$ cat config.mk
export PLATFORM = sky130hd
export DESIGN_NAME = irq_csr_window
export DESIGN_NICKNAME = d
export VERILOG_FILES = /design/src/rtl/irq_csr_pkg.sv /design/src/rtl/irq_view_decode.sv /design/src/rtl/irq_enable_bank.sv /design/src/rtl/irq_pending_bank.sv /design/src/rtl/irq_csr_window.sv
export SDC_FILE = /design/constraint.sdc
export NUM_CORES = 1
export LEC_CHECK = 0
export CAP_MARGIN = 30
export CORE_MARGIN = 10
export CORE_UTILIZATION = 19
export CTS_BUF_LIST = sky130_fd_sc_hd__clkbuf_4 sky130_fd_sc_hd__clkbuf_8 sky130_fd_sc_hd__clkbuf_16
export CTS_CLUSTER_DIAMETER = 40
export CTS_CLUSTER_SIZE = 24
export DETAILED_ROUTE_END_ITERATION = 8
export PLACE_DENSITY = 0.91
export SLEW_MARGIN = 30
export SYNTH_ARGS = -nofsm -noshare
export SYNTH_HDL_FRONTEND = slang
export SYNTH_SLANG_ARGS = --single-unit
$ cat constraint.sdc
create_clock -name clk -period 0.9 [get_ports clk]
set_input_delay 0.18 -clock clk [delete_from_list [all_inputs] [get_ports clk]]
set_output_delay 0.18 -clock clk [all_outputs]
set_load 0.03 [all_outputs]
$ cat src/rtl/irq_csr_pkg.sv
package irq_csr_pkg;

    typedef enum logic [1:0] {
        VIEW_M_ENABLE  = 2'd0,
        VIEW_S_ENABLE  = 2'd1,
        VIEW_M_PENDING = 2'd2,
        VIEW_S_PENDING = 2'd3
    } view_e;

    // Interrupt bit layout (neighbouring trap logic decodes these positions)
    localparam int unsigned BIT_S_SOFT  = 1;
    localparam int unsigned BIT_M_SOFT  = 3;
    localparam int unsigned BIT_S_TIMER = 5;
    localparam int unsigned BIT_M_TIMER = 7;
    localparam int unsigned BIT_S_EXT   = 9;
    localparam int unsigned BIT_M_EXT   = 11;
    localparam int unsigned LAYOUT_TOP  = 12;

endpackage

$ cat src/rtl/irq_view_decode.sv
module irq_view_decode
    import irq_csr_pkg::*;
(
    input  logic       acc_valid,
    input  logic [1:0] acc_sel,
    output view_e      view,
    output logic       hit_m_en,
    output logic       hit_s_en,
    output logic       hit_pend,
    output logic       hit_s_pend
);
    always_comb begin
        view       = view_e'(acc_sel);
        hit_m_en   = 1'b0;
        hit_s_en   = 1'b0;
        hit_pend   = 1'b0;
        hit_s_pend = 1'b0;
        if (acc_valid) begin
            unique case (view)
                VIEW_M_ENABLE:  hit_m_en = 1'b1;
                VIEW_S_ENABLE:  hit_s_en = 1'b1;
                VIEW_M_PENDING: hit_pend = 1'b1;
                VIEW_S_PENDING: begin
                    hit_pend   = 1'b1;
                    hit_s_pend = 1'b1;
                end
            endcase
        end
    end
endmodule

$ cat src/rtl/irq_enable_bank.sv
module irq_enable_bank #(
    parameter int unsigned XLEN = 32,
    parameter logic [XLEN-1:0] ALL_BITS = '0
) (
    input  logic            clk,
    input  logic            rst_n,
    input  logic            wr_m,
    input  logic            wr_s,
    input  logic [XLEN-1:0] wdata,
    input  logic [XLEN-1:0] wmask,
    input  logic [XLEN-1:0] deleg_eff,
    output logic [XLEN-1:0] enable_q,
    output logic [XLEN-1:0] s_view
);
    logic [XLEN-1:0] old_view;
    logic [XLEN-1:0] merged;
    logic [XLEN-1:0] target;

    assign s_view = enable_q & deleg_eff;

    always_comb begin
        old_view = wr_s ? s_view : enable_q;
        merged   = (old_view & ~wmask) | (wdata & wmask);
        target   = wr_s ? ((enable_q & ~deleg_eff) | (merged & deleg_eff)) : merged;
    end

    always_ff @(posedge clk or negedge rst_n) begin
        if (!rst_n) begin
            enable_q <= '0;
        end else if (wr_m || wr_s) begin
            enable_q <= target & ALL_BITS;
        end
    end
endmodule

$ cat src/rtl/irq_pending_bank.sv
module irq_pending_bank #(
    parameter int unsigned XLEN = 32,
    parameter logic [XLEN-1:0] ALL_BITS = '0,
    parameter logic [XLEN-1:0] SUP_BITS = '0
) (
    input  logic            clk,
    input  logic            rst_n,
    input  logic            acc,
    input  logic            sup,
    input  logic [XLEN-1:0] wdata,
    input  logic [XLEN-1:0] wmask,
    input  logic [XLEN-1:0] deleg_eff,
    input  logic [XLEN-1:0] hw_pend,
    input  logic [XLEN-1:0] hw_claim,
    output logic [XLEN-1:0] pending_q
);
    logic [XLEN-1:0] sw_mask;

    always_comb begin
        if (acc) begin
            sw_mask = wmask & (sup ? deleg_eff : {XLEN{1'b1}}) & SUP_BITS & ~hw_claim;
        end else begin
            sw_mask = '0;
        end
    end

    for (genvar i = 0; i < XLEN; i++) begin : g_bit
        if (ALL_BITS[i]) begin : g_live
            always_ff @(posedge clk or negedge rst_n) begin
                if (!rst_n) begin
                    pending_q[i] <= 1'b0;
                end else if (hw_claim[i]) begin
                    pending_q[i] <= hw_pend[i];
                end else if (sw_mask[i]) begin
                    pending_q[i] <= wdata[i];
                end
            end
        end else begin : g_tied
            assign pending_q[i] = 1'b0;
        end
    end
endmodule

$ cat src/rtl/irq_csr_window.sv
module irq_csr_window
    import irq_csr_pkg::*;
#(
    parameter int unsigned XLEN = 32
) (
    input  logic            clk,
    input  logic            rst_n,
    input  logic            acc_valid,
    input  logic [1:0]      acc_sel,
    input  logic [XLEN-1:0] acc_wdata,
    input  logic [XLEN-1:0] acc_wmask,
    input  logic [XLEN-1:0] hw_pend,
    input  logic [XLEN-1:0] hw_claim,
    input  logic [XLEN-1:0] deleg,
    output logic [XLEN-1:0] acc_rdata,
    output logic [XLEN-1:0] enable_vec,
    output logic [XLEN-1:0] pending_vec
);
    localparam logic [XLEN-1:0] ONE = {{(XLEN-1){1'b0}}, 1'b1};
    localparam logic [XLEN-1:0] SUP_BITS =
        (ONE << BIT_S_SOFT) | (ONE << BIT_S_TIMER) | (ONE << BIT_S_EXT);
    localparam logic [XLEN-1:0] MACH_BITS =
        (ONE << BIT_M_SOFT) | (ONE << BIT_M_TIMER) | (ONE << BIT_M_EXT);
    localparam logic [XLEN-1:0] ALL_BITS = SUP_BITS | MACH_BITS;

    view_e           view;
    logic            hit_m_en, hit_s_en, hit_pend, hit_s_pend;
    logic [XLEN-1:0] deleg_eff;
    logic [XLEN-1:0] s_view;

    assign deleg_eff = deleg & SUP_BITS;

    irq_view_decode u_decode (
        .acc_valid  (acc_valid),
        .acc_sel    (acc_sel),
        .view       (view),
        .hit_m_en   (hit_m_en),
        .hit_s_en   (hit_s_en),
        .hit_pend   (hit_pend),
        .hit_s_pend (hit_s_pend)
    );

    irq_enable_bank #(.XLEN(XLEN), .ALL_BITS(ALL_BITS)) u_enable (
        .clk       (clk),
        .rst_n     (rst_n),
        .wr_m      (hit_m_en),
        .wr_s      (hit_s_en),
        .wdata     (acc_wdata),
        .wmask     (acc_wmask),
        .deleg_eff (deleg_eff),
        .enable_q  (enable_vec),
        .s_view    (s_view)
    );

    irq_pending_bank #(.XLEN(XLEN), .ALL_BITS(ALL_BITS), .SUP_BITS(SUP_BITS)) u_pending (
        .clk       (clk),
        .rst_n     (rst_n),
        .acc       (hit_pend),
        .sup       (hit_s_pend),
        .wdata     (acc_wdata),
        .wmask     (acc_wmask),
        .deleg_eff (deleg_eff),
        .hw_pend   (hw_pend),
        .hw_claim  (hw_claim),
        .pending_q (pending_vec)
    );

    // Read data: old contents of the selected view
    always_comb begin
        acc_rdata = '0;
        if (acc_valid) begin
            unique case (view)
                VIEW_M_ENABLE:  acc_rdata = enable_vec;
                VIEW_S_ENABLE:  acc_rdata = s_view;
                VIEW_M_PENDING,
                VIEW_S_PENDING: acc_rdata = pending_vec;
            endcase
        end
    end
endmodule

# After elaboration in Yosys (flattened, before gate mapping)
# Cells that the tools add are included.
[word_totals]
regBits = 12
latchBits = 0
ram_bits = 0
mem_bits_ro = 0
inputBits = 165
out_inout_bits = 96
wordCells = 57
n_memories = 0
[classes]
add_sub_neg = 0
n_mul = 0
n_div = 0
magnitude_cmp = 0
eq_ne = 3
shift = 0
n_mux = 26
bitwise_logic = 12
n_reduce_logical = 9
[ops]
columns = ["op", "n"]
rows = [
  ["32-bit case mux with 3 select lines", 1],
  ["12-bit bitwise AND", 3],
  ["12-bit two-way mux", 3],
  ["32-bit two-way mux", 1],
  ["12-bit by 10-bit bitwise AND with 12-bit output", 2],
  ["12-bit inverter", 2],
  ["12-bit bitwise OR", 2],
  ["1-bit two-way mux", 20],
  ["10-bit by 12-bit bitwise AND with 12-bit output", 1],
  ["10-bit inverter with 12-bit output", 1],
  ["2-bit nonzero test", 6],
  ["10-bit bitwise AND", 1],
  ["10-bit two-way mux", 1],
  ["2-bit equality test (second input constant)", 2],
  ["2-bit by 1-bit equality test with 1-bit output (second input constant)", 1],
  ["2-bit zero test", 1],
  ["2-bit OR reduction", 1],
  ["1-bit logical OR", 1],
]

# Logic depth before layout (Yosys ltp)
[logic_depth]
depth_word = 9
ltp_mapped = 4
ltp_nobuf = 3

# Modules after synthesis
# From an unflattened synthesis, not the netlist that was laid out.
[hier_totals]
hier_cells = 258
hier_area_um2 = 2422.3
[by_module_without_submodules]
columns = ["mod", "instances", "cells_each", "area_each_um2", "seq_area_each_um2"]
rows = [
  ["irq_csr_window", 1, 110, 1141.1, 0.0],
  ["irq_enable_bank", 1, 84, 730.7, 150.1],
  ["irq_pending_bank", 1, 58, 499.2, 150.1],
  ["irq_view_decode", 1, 6, 51.3, 0.0],
]

# Worst setup path before layout
# No wires, ideal clock.
[synth_timing]
path_kind = "reg2out"
from = "register with a tool-made name"
to = "output port acc_rdata[1]"
t_arrival_ns = 1.337
t_required_ns = 0.720
path_slack_ns = -0.617
path_stages_with_launch = 3
path_buffers = 0
cell_sequence = "dfrtp_1 nand3b_1 a21boi_0"
[synth_rtl]
columns = ["element", "line_no", "rtl"]
rows = [
  ["end: declaration", "irq_csr_window.sv:15", "output logic [XLEN-1:0] acc_rdata,"],
]

# Worst setup path in the final report
[layout_timing]
from = "register u_enable.enable_q[3]"
to = "output port acc_rdata[3]"
[layout_via]
elab_chain_cells = 3
[layout_rtl]
columns = ["element", "line_no", "rtl"]
rows = [
  ["start: declaration", "irq_enable_bank.sv:12", "output logic [XLEN-1:0] enable_q,"],
  ["start signal: assignment", "irq_enable_bank.sv:31", "enable_q <= target & ALL_BITS;"],
  ["12-bit by 10-bit bitwise AND with 12-bit output", "irq_enable_bank.sv:19", "assign s_view = enable_q & deleg_eff;"],
  ["32-bit case mux with 3 select lines (*)", "irq_csr_window.sv:72", "unique case (view)"],
  ["32-bit two-way mux (*)", "irq_csr_window.sv:71", "if (acc_valid) begin"],
]
# Every way passes the cells marked *; elsewhere a longest branch is shown, timed or not. The select of a mux whose other input is x is not followed.

==> run metrics <==
hold depth=2; RSZ-0062 raised after global routing=true; Area contributors post-synth=buf_4 (45%), dfrtp_1 (23%), mux2_2 (5.2%), a2bb2oi_2 (3.4%), mux2_4 (3.4%); r2r endpoint=u_enable.enable_q[7]$_DFFE_PN0P_; CP startpoint kind=flip-flop; I/O pin count=261; CTS sink count=12; Max Cap Viol=0; run status=finished with violations; DRT Pass-1 Iters=2; core area=6760 um2; antenna diode count=0; main flop type after synthesis=dfrtp_1; Reg clk slew, reported paths=0.06 ns; Post-synth ARST share=1.00; Final Hold Fails=0; endpoints failing setup=23; antenna-violating nets left=0; Post-synth EDFFs=0; share of layout cells above drive strength 1=0.444; placed insts=296; Synth top area share=0.447; leading area contributor after synthesis=buf_4; non-filler cells in the finished layout=305; # H-tree levels=1; top-count cell post-synth=buf_4; worst setup path category=flip-flop to output pin; final hold slack=0.238 ns; Avg Inst Size Synth=8.92 um2; Worst-Skew Late Latency=0.24 ns; Chip Width=103 um; initial core utilization=0.194; CTS Root Cell=clkbuf_8; most used routing layer=met2; origin of the critical flop-to-flop path=u_enable.enable_q[7]$_DFFE_PN0P_; list of most frequent post-synthesis cells=buf_4 (78), dfrtp_1 (12), inv_1 (6), mux2_2 (6), nand2_1 (6); Vias=1,029; Worst Path Arrival=1.14 ns; Layout area overhead=68.7%; GR Layer Usage met1=0.0660; largest net degree at the start of global routing=13; DRC=0; Distinct cells, synth=23; mean number of vias per cell=3.37; max-slew violations=0; Tmin final=1.32 ns; worst reg2reg setup slack=-0.12 ns; cell count after synthesis=147; Setup Skew=0 ns; GR Util met2=0.133; crit end category=output pin; worst-path fanout max=2; Num CTS Buffers=3; row count=30; post-synthesis register bit count=12; Register-to-Register Path Depth=3; grt ovf=0; WL final=4210 um; number of global-route vias before repair=1,180; routability cong.=0.694; static leakage=1.11 nW; WL per Instance=13.8 um; nets=391; DP HPWL=3580 um; YS warnings=0; first-pass GRT wire length=5850 um; Starting DRT DRC Count=20; GRT Total Usage=0.0708; worst vdd ir=1.02 mV; # hold bufs at CTS=0; worst setup margin=-0.418 ns; TritonCTS clock tree=yes; Req. time, crit path=0.72 ns; register area share after synthesis=0.229; CTS Buffer Depth=2; Cell Area, Synth=1310 um2; Die H=103 um; initial antenna violation count=0; Min-Delay Path Class=primary input to flip-flop; crit share post-route=1.46; Cell Pwr Density=1450 nW/um2; met3 Resource Use GR=0.0328; hold_sp=acc_wdata[1]; pre-CTS setup slack=-0.719 ns; Peak Freq=0.758 GHz; Die Area=10,600 um2; # port buffers=49; failing checks=negative setup slack
==> power breakdown <==
group	internal, mW	switching, mW	leakage, nW
Sequential	0.639	0.0630	0.131
Combinational	0.878	1.03	0.946
Clock	0.387	0.206	0.0288
Total	1.90	1.30	1.11
==> logic make-up after synthesis <==
group,share of synthesized area
DFF,0.229
buffers and inverters,0.471
muxes,0.0859
and+or+nand+nor,0.109
AOI/OAI and AO/OA,0.102
other,0.00286
==> layout make-up <==
class	count	area, um2
Clock buffer	4	55.1
Fill cell	694	4540
Inverter	6	27.5
Multi-Input combinational cell	126	845
Sequential cell	12	312
Tap cell	80	100
Timing Repair Buffer	77	873
==> metrics by stage <==
stage / area, um2 / setup TNS (ns) / power, mW / util
6_report: 2210 / -4.62 / 3.21 / 0.327
5_1_grt: 2210 / -5.46 / 3.37 / 0.327
4_1_cts: 2160 / -5.07 / 3.16 / 0.319
3_5_place_dp: 1910 / -10.90 / 2.35 / 0.283
3_3_place_gp: 1910 / -10.21 / 2.32 / 0.283
2_1_floorplan: 1670 / -1.07 / 1.87 / -
==> metal layers <==
metal / vias to the layer above / part of all wire
met5: - / 0
met4: 0 / 0.0038
met3: 2 / 0.14
met2: 71 / 0.54
met1: 472 / 0.32
li1: 484 / -
==> worst max-delay path by stage <==
stage | cells after the start | slack [ns] | to | start
6_report | 4 | -0.42 | acc_rdata[3] | u_enable.enable_q[3]$_DFFE_PN0P_
5_1_grt | 4 | -0.46 | acc_rdata[3] | u_enable.enable_q[3]$_DFFE_PN0P_
4_1_cts | 4 | -0.42 | acc_rdata[3] | u_enable.enable_q[3]$_DFFE_PN0P_
3_5_place_dp | 6 | -0.72 | acc_rdata[7] | acc_sel[1]
3_3_place_gp | 5 | -0.67 | acc_rdata[1] | acc_sel[1]
2_1_floorplan | 3 | -0.26 | acc_rdata[3] | u_enable.enable_q[3]$_DFFE_PN0P_
==> critical path, stage by stage, from the launching register on <==
cell and delay (ns):
dfrtp_2 0.41, nor3b_2 0.15, a21oi_1 0.14, nor2b_2 0.06, buf_6 0.13
==> layout by cell type, fill, tap and decap left out, types with 2 or more instances in the layout <==
master	count
conb_1	78
buf_6	26
clkdlybuf4s50_1	21
buf_12	11
buf_4	11
dfrtp_2	9
mux2_4	8
nand2_1	6
clkbuf_8	4
dlygate4sd2_1	4
nand2b_4	3
nand3b_1	3
a41o_1	3
inv_1	3
a2bb2oi_2	3
dfrtp_1	3
a21boi_4	2
nor3b_4	2
nor2b_2	2
inv_4	2
a31oi_4	2
nand3_2	2
==> what timing repair did <==
action / CTS / global route
resized for setup: 60 / 28
endpoints found under the hold margin: 0 / 0
gates cloned: 0 / 0
buffers inserted: 5 / 8
pin swaps: 11 / 12
setup endpoints to repair: 28 / 30
Power figures use the tool's default switching activity.
